`src/rtl/ext_irq_pkg.sv`:
```
package ext_irq_pkg;

  localparam int DW       = 8;
  localparam int AW       = 2;
  localparam int GEN_BIT  = DW - 1;

  typedef enum logic [AW-1:0] {
    A_MODE = 2'd0,
    A_FLAG = 2'd1,
    A_ENAB = 2'd2,
    A_NONE = 2'd3
  } reg_addr_e;

  // Set condition for one source: level mode sets while low, edge mode on a fall.
  function automatic logic set_event(input logic edge_mode, input logic prev, input logic eff);
    return edge_mode ? (prev & ~eff) : ~eff;
  endfunction

  // Vector address of source idx.
  function automatic logic [15:0] vec_of(input logic [15:0] base, input logic [15:0] step,
                                         input int idx);
    return base + step * 16'(idx);
  endfunction

endpackage

```
`src/rtl/ext_irq_detect.sv`:
```
module ext_irq_detect (
  input  logic clk,
  input  logic rst_n,
  input  logic pin_eff,
  input  logic edge_mode,
  input  logic sw_we,
  input  logic sw_val,
  input  logic ack_hit,
  output logic flag,
  output logic hw_set,
  output logic prev_lvl
);
  import ext_irq_pkg::*;

  assign hw_set = set_event(edge_mode, prev_lvl, pin_eff);

  always_ff @(posedge clk or negedge rst_n) begin
    if (!rst_n) begin
      prev_lvl <= 1'b1;
      flag     <= 1'b0;
    end else begin
      prev_lvl <= pin_eff;
      if (hw_set)                 flag <= 1'b1;
      else if (sw_we)             flag <= sw_val;
      else if (ack_hit && edge_mode) flag <= 1'b0;
    end
  end

endmodule

```
`src/rtl/ext_irq_regs.sv`:
```
module ext_irq_regs #(
  parameter int NSRC = 2
) (
  input  logic                          clk,
  input  logic                          rst_n,
  input  logic                          we,
  input  logic [ext_irq_pkg::AW-1:0]    addr,
  input  logic [ext_irq_pkg::DW-1:0]    wdata,
  input  logic [NSRC-1:0]               flags,
  output logic [NSRC-1:0]               mode,
  output logic [NSRC-1:0]               en,
  output logic                          gen,
  output logic                          flag_we,
  output logic [ext_irq_pkg::DW-1:0]    rdata
);
  import ext_irq_pkg::*;

  logic spare_unused;
  assign spare_unused = ^wdata;

  assign flag_we = we && (addr == A_FLAG);

  always_ff @(posedge clk or negedge rst_n) begin
    if (!rst_n) begin
      mode <= '0;
      en   <= '0;
      gen  <= 1'b0;
    end else if (we) begin
      if (addr == A_MODE) mode <= wdata[NSRC-1:0];
      if (addr == A_ENAB) begin
        en  <= wdata[NSRC-1:0];
        gen <= wdata[GEN_BIT];
      end
    end
  end

  always_comb begin
    rdata = '0;
    unique case (addr)
      A_MODE:  rdata[NSRC-1:0] = mode;
      A_FLAG:  rdata[NSRC-1:0] = flags;
      A_ENAB: begin
        rdata[NSRC-1:0] = en;
        rdata[GEN_BIT]  = gen;
      end
      default: rdata = '0;
    endcase
  end

endmodule

```
`src/rtl/ext_irq_arbiter.sv`:
```
module ext_irq_arbiter #(
  parameter int NSRC = 2,
  parameter int SW   = 1
) (
  input  logic [NSRC-1:0] active,
  input  logic [NSRC-1:0] prio,
  output logic            any,
  output logic [SW-1:0]   sel
);
  logic best_prio;

  // Ascending scan: a later source replaces the choice only if strictly higher.
  always_comb begin
    any       = 1'b0;
    sel       = '0;
    best_prio = 1'b0;
    for (int i = 0; i < NSRC; i++) begin
      if (active[i] && (!any || (prio[i] && !best_prio))) begin
        any       = 1'b1;
        sel       = SW'(i);
        best_prio = prio[i];
      end
    end
  end

endmodule

```
`src/rtl/ext_irq_unit.sv`:
```
module ext_irq_unit #(
  parameter int          NSRC     = 2,
  parameter logic [15:0] VEC_BASE = 16'h0003,
  parameter logic [15:0] VEC_STEP = 16'h0010,
  localparam int         SW       = (NSRC > 1) ? $clog2(NSRC) : 1
) (
  input  logic                       clk,
  input  logic                       rst_n,
  input  logic [NSRC-1:0]            pin_i,
  input  logic [NSRC-1:0]            latch_i,
  input  logic [NSRC-1:0]            prio_i,
  input  logic                       reg_we,
  input  logic [ext_irq_pkg::AW-1:0] reg_addr,
  input  logic [ext_irq_pkg::DW-1:0] reg_wdata,
  output logic [ext_irq_pkg::DW-1:0] reg_rdata,
  input  logic                       ack_i,
  output logic                       irq_o,
  output logic [SW-1:0]              irq_src_o,
  output logic [15:0]                irq_vec_o
);
  import ext_irq_pkg::*;

  logic [NSRC-1:0] pin_eff, flag, hw_set, prev_lvl, mode, en, active, ack_hit;
  logic            gen, flag_we;

  assign pin_eff = pin_i & latch_i;

  ext_irq_regs #(.NSRC(NSRC)) u_regs (
    .clk(clk), .rst_n(rst_n), .we(reg_we), .addr(reg_addr), .wdata(reg_wdata),
    .flags(flag), .mode(mode), .en(en), .gen(gen), .flag_we(flag_we), .rdata(reg_rdata)
  );

  for (genvar g = 0; g < NSRC; g++) begin : g_src
    assign ack_hit[g] = ack_i && irq_o && (irq_src_o == SW'(g));
    ext_irq_detect u_det (
      .clk(clk), .rst_n(rst_n), .pin_eff(pin_eff[g]), .edge_mode(mode[g]),
      .sw_we(flag_we), .sw_val(reg_wdata[g]), .ack_hit(ack_hit[g]),
      .flag(flag[g]), .hw_set(hw_set[g]), .prev_lvl(prev_lvl[g])
    );
  end

  assign active = flag & en & {NSRC{gen}};

  ext_irq_arbiter #(.NSRC(NSRC), .SW(SW)) u_arb (
    .active(active), .prio(prio_i), .any(irq_o), .sel(irq_src_o)
  );

  assign irq_vec_o = vec_of(VEC_BASE, VEC_STEP, int'(irq_src_o));

endmodule

```
`config.mk`:
```
export PLATFORM = sky130hd
export DESIGN_NAME = ext_irq_unit
export DESIGN_NICKNAME = d
export VERILOG_FILES = /design/src/rtl/ext_irq_pkg.sv /design/src/rtl/ext_irq_detect.sv /design/src/rtl/ext_irq_regs.sv /design/src/rtl/ext_irq_arbiter.sv /design/src/rtl/ext_irq_unit.sv
export SDC_FILE = /design/constraint.sdc
export NUM_CORES = 1
export LEC_CHECK = 0
export BUFFER_PORTS_ARGS = -buffer_cell sky130_fd_sc_hd__clkbuf_2
export CAP_MARGIN = 25
export CORE_MARGIN = 2
export CORE_UTILIZATION = 44
export DETAILED_ROUTE_END_ITERATION = 7
export PLACE_DENSITY = 0.83
export SLEW_MARGIN = 20
export SYNTH_ARGS = -nofsm -noshare
export SYNTH_HDL_FRONTEND = slang
export SYNTH_HIERARCHICAL = 1
export SYNTH_SLANG_ARGS = --single-unit
```
`constraint.sdc`:
```
create_clock -name clk -period 2.3 [get_ports clk]
set_input_delay 0.23 -clock clk [delete_from_list [all_inputs] [get_ports clk]]
set_output_delay 0.23 -clock clk [all_outputs]
set_load 0.05 [all_outputs]
```
# Yosys cells after proc, flatten, opt, wreduce, memory -nomap -nowiden
# Cells that the tools add are included.
# word_totals
register_bits	9
output_inout_bits	26
# classes
n_eq_ne	2
addsub	1
reduce_logical	16
bitwise_logic	8
mux	14
# ops
operator	n
2-to-1 mux 1 bit	13
logical AND 1 bit	8
adder 2 x 5 -> 6 bit (first input constant)	1
AND 2 bit	3
case mux 2 bit (3 select lines)	1
nonzero test 3 bit	2
AND reduction 2 bit	2
inverter 1 bit	3
AND 1 bit	2
equality test 2 x 1 -> 1 bit (second input constant)	1
equality test 2 bit (second input constant)	1
logical NOT 1 bit	2
logical NOT 2 bit	1
logical OR 1 bit	1

# Logic depth before layout (Yosys ltp)
# logic_depth
depth_word	14
depth_mapped	5
ltp_nobuf	5

# Cells and area by module
# Netlist, hierarchy kept.
# by_module_without_submodules
module	instances	seq_area_each_um2	area_per_inst_um2	cells_per_inst
ext_irq_regs	1	125.1	339.1	26
ext_irq_detect	2	51.3	90.1	7
ext_irq_unit	1	0.0	168.9	24
ext_irq_arbiter	1	0.0	20.0	3

# Worst setup path after synthesis
# OpenSTA, ideal clock, no wires.
# synth_path
kind	flip-flop to flip-flop
from	reg u_regs.gen
to	reg g_src[0].u_det.flag
setup_slack_ns	0.266
required_ns	2.214
synth_period_minus_slack_ns	2.034
arrival_ns	1.949
stages_incl_launch_ff	6
cell_sequence	dfrtp_1 > and3_1 > a21boi_1 > and3b_1 > a21bo_1 > o221ai_2
# synth_rtl
item	line_no	text
start, declared	ext_irq_regs.sv:12	output logic gen,
start signal, assigned	ext_irq_regs.sv:32	gen <= wdata[GEN_BIT];
AND 2 bit	ext_irq_unit.sv:42	assign active = flag & en & {NSRC{gen}};
net active[1]	ext_irq_unit.sv:23	logic [NSRC-1:0] pin_eff, flag, hw_set, prev_lvl, mode, en, active, ack_hit;
logical AND 1 bit	ext_irq_arbiter.sv:18	if (active[i] && (!any || (prio[i] && !best_prio))) begin
2-to-1 mux 1 bit	ext_irq_arbiter.sv:18	
net irq_src_o	ext_irq_unit.sv:18	output logic [SW-1:0] irq_src_o,
inverter 1 bit	ext_irq_unit.sv:34	assign ack_hit[g] = ack_i && irq_o && (irq_src_o == SW'(g));
logical AND 1 bit	ext_irq_unit.sv:34	
net ack_hit[0]	ext_irq_unit.sv:23	
logical AND 1 bit	ext_irq_detect.sv:25	else if (ack_hit && edge_mode) flag <= 1'b0;
nonzero test 3 bit (no source line)	-	
end signal, assigned	ext_irq_detect.sv:24	else if (sw_we) flag <= sw_val;
end, declared	ext_irq_detect.sv:9	output logic flag,
# The timed path passes the listed nets, and every way through them passes these cells.
# A chain may end at the register's enable or synchronous reset.

# Final worst setup path
# layout_path
from	reg u_regs.gen
to	out irq_src_o
# layout_rtl
item	line_no
AND 2 bit	ext_irq_unit.sv:42
net active[1]	ext_irq_unit.sv:23
logical AND 1 bit	ext_irq_arbiter.sv:18
2-to-1 mux 1 bit	ext_irq_arbiter.sv:18
end, declared	ext_irq_unit.sv:18
# The timed path passes the listed nets, and every way through them passes these cells.

==> results.cfg <==
[cts]
cts_setup_buffers = 0
clock_latency_ns = 0.26
clock_path_buffers = 2
clk_pin_slew_worst_paths_ns = 0.06
cts_root_buffer = clkbuf_4
cts_tree = done
htreeDepth = 1
clock-sinks = 9
cts_made_buffers = 3

[die]
start_util_pct = 46.51
core_area_um2 = 1506
die_h_um = 43.91
die_area_um2 = 1928
num_rows = 14
chipWidth_um = 43.91
top_level_ports = 46

[worst_hold_path]
hp-class = primary input to flip-flop

[global_routing]
grt_max_degree = 10
grt_pass1_vias = 420
grt_usage_pct = 13.25
antenna_found_initial = 0
grt_pass1_wl_um = 1807
overflow = 0

[critical_path]
worstSetupStartpoint = u_regs/gen
start_kind = flip-flop
rr_worst_depth = 5
rr_endpoint = g_src[0].u_det/flag
crit_type = flip-flop to output pin
r2r-start = u_regs/gen
cp_max_fo = 4
arrival_ns = 1.41
endpoint = irq_src_o
cp-end-kind = output pin
r2r_setup_slack_ns = 0.84
worstPathRequired_ns = 2.07

[sta]
hold_slack_ns = 0.2060
drv_slew = 0
setup_ws_ns = 0.6576
fin_crit_ns = 1.642
finalHoldViolCount = 0
setup_viol = 0
setup_tns_ns = 0
finalCritPeriodShare_pct = 71.41
rsz0062_at_grt = false
fin_skew_ns = 0.0007125
fmax_ghz = 0.6089

[drt]
drcViolationCount = 0
wirelength_um = 1145
via_count = 460
vias_per_cell = 4.554
drtIter0Drc = 11
ant_nets = 0
wl_per_cell_um = 11.34
drt_first_pass_iters = 4

[finish]
area_growth_syn_to_layout_pct = 7.321
diodes = 0
drive_above_1_share_pct = 38.82
fin_cells = 101
nets = 106
final_util_pct = 49.92

[power]
p_leak_nw = 0.4235
ir_worst_vdd_uv = 355.8
powerDensity_nw_per_um2 = 775.6

[placement]
place.gp.congestion = 0.7648
place_ws_ns = 0.8430
hpwl_um = 935.3
port_buffers = 20
dp.cells = 96

[flow_run]
max_cap_violations = 0

[logic_synthesis]
synth_cells = 65
yosysWarnings = 6
avgSynthCellArea_um2 = 10.78
syn_area_um2 = 700.7

[run_status]
status = complete, no violations
-- per-layer routing --
| metal | track usage, % | share of wire [%] | vias up |
|---|---|---|---|
| li1 | - | - | 223 |
| met1 | 14.36 | 39 | 204 |
| met2 | 22.65 | 50 | 31 |
| met3 | 5.417 | 9.9 | 2 |
| met4 | 5.455 | 1.1 | 0 |
| met5 | 0 | 0 | - |
-- power breakdown --
group          switching (mW)  total, mW  internal, mW  leakage [nW]
Clock                  0.0527      0.119        0.0667        0.0150
Combinational           0.187      0.261        0.0734         0.309
Sequential             0.0197      0.203         0.183        0.0991
Total                   0.260      0.583         0.323         0.423
-- placed cells by master (no fill, tap or decap), types with 2 or more instances in the layout --
| cell | count |
|---|---|
| conb_1 | 20 |
| mux2_1 | 2 |
| and3b_1 | 3 |
| mux2i_1 | 2 |
| a21bo_1 | 2 |
| and3_1 | 2 |
| o221ai_2 | 2 |
| nand2_1 | 2 |
| o2bb2ai_1 | 2 |
| clkbuf_2 | 20 |
| dfrtp_1 | 7 |
| clkbuf_4 | 3 |
| dfstp_2 | 2 |
| and2_1 | 2 |
| nor2b_1 | 3 |
| mux2_4 | 3 |
-- flip-flops by register name, summed over array words and instances (netlist names) --
register / count
g_src.u_det/flag: 2
u_regs/gen: 1
u_regs/en: 2
u_regs/mode: 2
g_src.u_det/prev_lvl: 2
-- worst max-delay path, cell delays in order (launching register included) --
cell and delay, ns:
dfrtp_1 0.38, and3_1 0.18, a21boi_1 0.26, clkbuf_2 0.33
-- cell type report --
type	count	area [um2]
multi-input cells	51	367.9
flip-flops and latches	9	227.7
well taps	16	20.02
clock buffers	4	26.28
repair buffers	21	110.1
fillers	146	754.5
-- through the flow --
| step | total power, mW | cell area (um2) |
|---|---|---|
| final | 0.5832 | 752.0 |
| after global placement | 0.4589 | 715.7 |
| after detailed placement | 0.4654 | 715.7 |
| after floorplan | 0.4477 | 764.5 |
| after CTS | 0.5925 | 752.0 |
| after global routing | 0.6194 | 752.0 |
-- how the worst min path moves through the flow --
stage                 start                       to  slack (ns)  depth (start not counted)
6_report         latch_i[0]  g_src[0].u_det/prev_lvl        0.21                          2
3_5_place_dp          rst_n             u_regs/en[0]         0.1                          1
2_1_floorplan         rst_n      g_src[0].u_det/flag       -0.07                          0
5_1_grt        reg_wdata[7]               u_regs/gen        0.19                          2
4_1_cts        reg_wdata[7]               u_regs/gen        0.20                          2
3_3_place_gp          rst_n             u_regs/en[0]        0.09                          1
-- timing repair --
item / CTS / global route
hold buffers: 1 / 0
gates resized for setup: 0 / 0
hold endpoints to repair: 7 / 0
Power figures use the tool's default switching activity.
